[src/rtl/i2c_regslave.sv]
module i2c_regslave #(
  parameter logic [6:0] DEV_ID = 7'h3A,
  parameter int         NREG   = 128
) (
  input  logic clk,
  input  logic rst_n,
  input  logic scl_i,
  input  logic sda_i,
  output logic sda_oe
);
  localparam int AW = $clog2(NREG);

  typedef enum logic [2:0] {IDLE, DEVID, REGA, WDAT, RDAT, IGN} st_t;

  st_t st;
  logic [2:0] scl_q, sda_q;
  logic [7:0] mem [NREG];
  logic [7:0] sr, tx;
  logic [3:0] cnt;
  logic ackph, rw, ainc, mack;
  logic [AW-1:0] ptr;

  wire scl_r = scl_q[1] & ~scl_q[2];
  wire scl_f = ~scl_q[1] & scl_q[2];
  wire scl_h = scl_q[1] & scl_q[2];
  wire sda_s = sda_q[1];
  wire start = scl_h & ~sda_q[1] & sda_q[2];
  wire stop  = scl_h & sda_q[1] & ~sda_q[2];
  wire [AW-1:0] nptr = ainc ? ptr + 1'b1 : ptr;

  always_ff @(posedge clk or negedge rst_n)
    if (!rst_n) begin
      scl_q <= '1;
      sda_q <= '1;
    end else begin
      scl_q <= {scl_q[1:0], scl_i};
      sda_q <= {sda_q[1:0], sda_i};
    end

  always_ff @(posedge clk or negedge rst_n)
    if (!rst_n) begin
      st <= IDLE;
      sr <= '0;
      tx <= '0;
      cnt <= '0;
      ackph <= 1'b0;
      rw <= 1'b0;
      ainc <= 1'b0;
      mack <= 1'b0;
      ptr <= '0;
      sda_oe <= 1'b0;
      for (int i = 0; i < NREG; i++) mem[i] <= '0;
    end else if (start) begin
      st <= DEVID;
      cnt <= '0;
      ackph <= 1'b0;
      sda_oe <= 1'b0;
    end else if (stop) begin
      st <= IDLE;
      cnt <= '0;
      ackph <= 1'b0;
      sda_oe <= 1'b0;
    end else if (st != IDLE && st != IGN) begin
      if (scl_r) begin
        if (!ackph) begin
          if (cnt < 4'd8) begin
            sr <= {sr[6:0], sda_s};
            cnt <= cnt + 1'b1;
          end
        end else if (st == RDAT) begin
          mack <= ~sda_s;
        end
      end else if (scl_f) begin
        if (!ackph && cnt == 4'd8) begin
          ackph <= 1'b1;
          case (st)
            DEVID:
              if (sr[7:1] == DEV_ID) begin
                sda_oe <= 1'b1;
                rw <= sr[0];
              end else begin
                st <= IGN;
                ackph <= 1'b0;
                sda_oe <= 1'b0;
              end
            REGA: begin
              ptr <= sr[AW-1:0];
              ainc <= sr[7];
              sda_oe <= 1'b1;
            end
            WDAT: begin
              mem[ptr] <= sr;
              sda_oe <= 1'b1;
              if (ainc) ptr <= ptr + 1'b1;
            end
            default: sda_oe <= 1'b0;
          endcase
        end else if (ackph) begin
          ackph <= 1'b0;
          cnt <= '0;
          sda_oe <= 1'b0;
          case (st)
            DEVID:
              if (rw) begin
                st <= RDAT;
                tx <= mem[ptr];
                sda_oe <= ~mem[ptr][7];
              end else begin
                st <= REGA;
              end
            REGA: st <= WDAT;
            WDAT: st <= ainc ? WDAT : REGA;
            default:
              if (mack) begin
                ptr <= nptr;
                tx <= mem[nptr];
                sda_oe <= ~mem[nptr][7];
              end else begin
                st <= IGN;
              end
          endcase
        end else if (st == RDAT) begin
          sda_oe <= ~tx[3'd7 - cnt[2:0]];
        end
      end
    end
endmodule

[config.mk]
export PLATFORM = sky130hd
export DESIGN_NAME = i2c_regslave
export DESIGN_NICKNAME = d
export VERILOG_FILES = /design/src/rtl/i2c_regslave.sv
export SDC_FILE = /design/constraint.sdc
export NUM_CORES = 2
export LEC_CHECK = 0
export BUFFER_PORTS_ARGS = -buffer_cell sky130_fd_sc_hd__buf_2
export CORE_MARGIN = 2
export CORE_UTILIZATION = 25
export CTS_CLUSTER_SIZE = 30
export DETAILED_ROUTE_END_ITERATION = 10
export PLACE_DENSITY_LB_ADDON = 0.25
export REMOVE_ABC_BUFFERS = 1
export SLEW_MARGIN = 20
export SYNTH_ARGS = -nofsm -noshare
export SYNTH_HDL_FRONTEND = slang
export SYNTH_SLANG_ARGS = --single-unit
[constraint.sdc]
create_clock -name clk -period 3.95 [get_ports clk]
set_clock_uncertainty 0.15 [all_clocks]
set_input_delay 0.1975 -clock clk [delete_from_list [all_inputs] [get_ports clk]]
set_output_delay 0.1975 -clock clk [all_outputs]
set_load 0.1 [all_outputs]
Word-level counts from Yosys, hierarchy flattened --
Index checks and enable logic that the tools add are counted.
Word-level totals: input port bits 4, output and inout bits 1, register bits after elaboration 1065, logic and storage cells 276
Operators by class: mux-type cells 62, equality and inequality tests 17, reductions and logical operators 27, magnitude comparators 5, add/sub/neg operators 3, bitwise operators 22
Operators by type and width (count):
- $bwmux W1024 | 1
- $bmux W8 S7 | 2
- $demux W8 S7 | 1
- $mux W8 | 7
- $mux W4 | 9
- $mux W7 | 5
- $mux W3 | 11
- $reduce_and A7 Y1 | 3
- $mux W1 | 20
- $reduce_and A6 Y1 | 3
- $ge A8 B8 Y1 const B | 2
- $not A7 Y8 | 2
- $pmux W8 S2 | 1
- $pmux W7 S2 | 1
- $not A1 Y1 | 13
- $reduce_bool A4 Y1 | 3
- $reduce_and A10 Y1 | 1
- $pmux W3 S3 | 1
- $reduce_and A9 Y1 | 1
- $reduce_bool A3 Y1 | 3
- $lt A8 B1 Y1 const B | 1
- $ne A4 B4 Y1 const B | 2
- $reduce_and A8 Y1 | 1
- $add A7 B1 Y7 const B | 1
- 28 further kinds | 41

Depth between registers and ports, before layout --
depth after elaboration 16, mapped depth 13, mapped depth without buffers 10

Least setup slack after synthesis --
No wires, ideal clock.
kind flip-flop to flip-flop, start point reg ptr[0], end point reg tx[1], data required time 3.677 ns, data arrival time 2.787 ns, cell stages (with the launch flop) 13, clock period less this slack 3.060 ns, path slack 0.890 ns, setup time 0.123 ns, path buffers 4, cell sequence dfrtp_1 -> ha_1 -> mux2_4 -> buf_6 -> buf_6 -> buf_4 -> buf_2 -> mux4_2 -> nand2_1 -> nand3_1 -> a32oi_1 -> a21oi_1 -> o221a_1
Between the ends: longest elaborated chain between the ends 8, elaborated cells between the ends (all ways) 13, classes of those cells add/sub (1); mux (10); bitwise (2)
RTL lines:
- from (decl) | RTL line 21 | logic [AW-1:0] ptr;
- from (signal assigned) | RTL line 87 | ptr <= sr[AW-1:0];
- from (signal assigned) | RTL line 94 | if (ainc) ptr <= ptr + 1'b1;
- from (signal assigned) | RTL line 115 | ptr <= nptr;
- $add A7 B1 Y7 | RTL line 29 | wire [AW-1:0] nptr = ainc ? ptr + 1'b1 : ptr;
- $mux W7
- $not A7 Y8 (not written as such) | RTL line 116 | tx <= mem[nptr];
- $bmux W8 S7 | RTL line 116
- $mux W8 (not written as such) (2 in a row) | RTL line 116
- $mux W8 | RTL line 114 | if (mack) begin
- $pmux W8 S2 * | RTL line 102 | case (st)
- to (signal assigned) | RTL line 106 | tx <= mem[ptr];
- to (signal assigned) | RTL line 116
- to (decl) | RTL line 18 | logic [7:0] sr, tx;
Mark *: on every way between the ends. The rest lies on a longest branch, timed or not. The select of a mux whose other input is x is not followed. A chain may end at the register's enable or synchronous reset.

Worst setup path after layout --
start point reg ptr[1], end point reg tx[5]
The elaborated chain is that of the path after synthesis.

==> results.toml <==
[status]
outcome = "finished clean"

[power_and_ir_drop]
switchingPower_mw = 7.12
vdd_drop_max_v = 0.000484
p_leak_nw = 29.0
power_frac_clock_pct = 46.6
p_int_mw = 18.3
power_frac_seq_pct = 45.8
p_per_area_nw_per_um2 = 383
switching_share_pct = 28.0
power_frac_comb_pct = 7.6

[timing]
min_period_over_period_pct = 98.0
fmax_mhz = 258
post-route-min-period_ns = 3.87
rsz0062_at_grt = "yes"
whs_ns = 0.206
hold_viol_final = 0
slew_headroom_pct = 24.2
setup_violations = 0
slew_viol_final = 0
worst_slew_pin_slew_ns = 1.13

[worst_hold_path]
hold_path_class = "reg2reg"
whs_endpoint = "scl_q[1]"
min_from = "scl_q[0]"
holdPathStages = 0

[detailed_routing]
final_antenna_net_count = 0
dr.pass1.iters = 6
drt_iter0_drc = 4511
wl_per_cell_um = 29.9
drc_errors = 0
viasPerCell = 5.51
routed-via-count = 41096
drt-total-wl_um = 223000

[critical_path]
cp.required_ns = 4.47
worstRegToRegCells = 12
worst_setup_path_start_kind = "flop"
worst_setup_path_end_kind = "flop"
reg2reg_setup_slack_ns = 0.08
criticalPathCategory = "reg2reg"
r2r-start = "ptr[1]"
critPathMaxFanout = 67
arrival_ns = 4.39
r2r-end = "tx[5]"

[grt]
grt_pass1_wl_um = 322000
grt_max_degree = 95
grtUsageTotal_pct = 19.0
antenna_found_initial = 9
grt_remaining_overflow = 0
grt_pass1_vias = 41746

[die]
io_pins = 5
die_h_um = 481
start_util_pct = 25.1
fp-row-count = 175
die_w_um = 481
core_area_um2 = 227000
dieArea_um2 = 231000

[final_layout]
drive_gt1_share_pct = 42.2
regArea_um2 = 26700
fin_util_pct = 29.3
area_growth_pct = 16.8
multi_input_area_um2 = 28600
nets = 4352
nFillCells = 23051

[logic_synthesis]
ys_seq_area_share_pct = 46.9
yosysWarnings = 0
netlist-cell-type-count = 84
synth-async-reset-ratio_pct = 100
synth_cells = 4290
synth_edf_count = 0
synth_area_per_cell_um2 = 13.3
ys_ff_latch = 1065
synth_ff_type = "dfrtp_1"
syn-cell-area_um2 = 56900

[clocking]
clk_pin_slew_worst_paths_ns = 0.07
h-tree-depth = 3
clkLatencyLatePin_ns = 0.78
clk_path_buf_depth = 3
root_buffer = "clkbuf_16"
numCtsBuffers = 121
cts_tree = "built"
cts.sinks = 1065

[run]
maxCapViolations = 0

[placement]
hpwl_um = 150000
place_congestion = 0.947
portBuffers = 4
[cells by family (layout without fill, tap and decap cells)]
kind of cell / after synthesis / after routing / share of synthesized area, %
other: 0 / 1 / 0
adders and majority gates: 6 / 6 / 0.132
xor gates and xnor gates: 12 / 12 / 0.224
and+or+nand+nor: 630 / 630 / 5.48
AOI/OAI and AO/OA: 737 / 737 / 9.70
DFF: 1065 / 1065 / 46.9
buffers and inverters: 396 / 549 / 3.09
muxes: 1444 / 1444 / 34.5
[per-layer routing]
layer	vias to the layer above	GRT usage (%)	wire [µm]	share of wire (%)
met5	-	0	27	0.012
met1	22049	26.2	96000	43
met2	1846	29.4	101000	45
met4	4	6.89	8500	3.8
li1	16832	-	-	-
met3	365	3.86	17500	7.9
[worst max-delay path: stages (launching register included)]
cell and delay [ns]:
dfrtp_4 0.52, buf_16 0.24, and3_4 0.36, buf_12 0.22, buf_4 0.23, buf_4 0.18
a22oi_1 0.19, nand4_1 0.13, o21ai_0 0.70, o21ai_0 0.25, buf_4 0.22, a21o_1 0.17
o221a_1 0.11
[synth_stat cells (57+ instances only)]
| cell | number | share of area, % |
|---|---|---|
| a22o_1 | 61 | 0.94 |
| a21oi_1 | 58 | 0.51 |
| nand2_1 | 280 | 1.8 |
| a221oi_1 | 64 | 0.99 |
| mux4_2 | 307 | 12 |
| a22oi_1 | 326 | 4.3 |
| mux2_1 | 74 | 1.5 |
| clkbuf_1 | 199 | 1.3 |
| buf_2 | 103 | 0.91 |
| nand4_1 | 74 | 0.81 |
| nor2_1 | 57 | 0.38 |
| dfrtp_1 | 1059 | 47 |
| mux2_2 | 976 | 19 |
| mux2i_1 | 86 | 1.5 |
| nand3_1 | 64 | 0.56 |
[worst max-delay path by stage]
stage	startpoint	to	slack, ns	depth (start not counted)
3_3_place_gp	ptr[0]	tx[1]	-0.40	11
5_1_grt	ptr[1]	tx[0]	-0.01	12
6_report	ptr[1]	tx[5]	0.08	12
2_1_floorplan	ptr[0]	tx[4]	-6.54	8
4_1_cts	ptr[1]	tx[3]	0.03	10
3_5_place_dp	ptr[1]	tx[0]	-0.14	12
[layout by cell type (no fill, tap or decap), types with 25 or more instances in the layout]
cell type  Yosys  routed
buf_4         18     241
nor2_1        57      56
nand2_1      280     280
a21oi_1       58      58
a221oi_1      64      64
mux2i_1       86      86
a22o_1        61      61
dfrtp_1     1059    1045
o21ai_0       42      42
a22oi_1      326     326
clkbuf_1     199      25
nand4_1       74      74
mux2_2       976     976
mux4_2       307     307
clkbuf_8       0      31
clkbuf_16      0     121
buf_12         0      59
mux2_1        74      74
a31oi_1       40      40
nand3_1       64      64
[state kept, by name, summed over array words and instances (netlist names)]
| register | count |
|---|---|
| rw | 1 |
| cnt | 4 |
| mem | 1024 |
| sda_oe | 1 |
| ainc | 1 |
| sda_q | 3 |
| tx | 8 |
| scl_q | 3 |
| ackph | 1 |
| st | 3 |
| ptr | 7 |
| sr | 8 |
| mack | 1 |
[stage by stage]
step                cell area [µm²]  power [mW]  setup slack, ns  TNS (ns)  cells
floorplan                     55200        12.2            -6.54  -2363.85   3907
global placement              62100        13.8           -0.402    -0.751   7214
detailed placement            62100        13.8           -0.136    -0.210   7214
CTS                           66300        25.7           0.0273         0   7445
global route                  66400        26.4          -0.0146   -0.0194   7452
finish                        66400        25.4           0.0797         0   7453
[power by group through the flow]
stage,combinational [mW],sequential [mW],clock (mW)
4_1_cts,1.95,11.7,12.1
6_report,1.93,11.6,11.9
5_1_grt,2.10,11.7,12.6
2_1_floorplan,0.292,11.9,0
3_3_place_gp,1.94,11.9,0
3_5_place_dp,1.94,11.9,0
[repair_timing]
action | CTS | global route
hold buffers | 7 | 0
cloned | 0 | 0
hold endpoints to repair | 318 | 0
gates resized for setup | 4 | 3
setup buffers | 0 | 7
endpoints found under the setup margin | 2 | 4
pin swaps | 0 | 2
[cell type report]
cell class                      count  share of cell area (%)
Inverter                           13                  0.0735
Timing Repair Buffer              312                    4.70
Clock buffer                      177                    5.34
Tap cell                         3009                    5.67
Multi-Input combinational cell   2829                    43.1
Antenna cell                        1                 0.00377
Clock inverter                     47                   0.910
Sequential cell                  1065                    40.2
(Power assumes the default switching activity.)
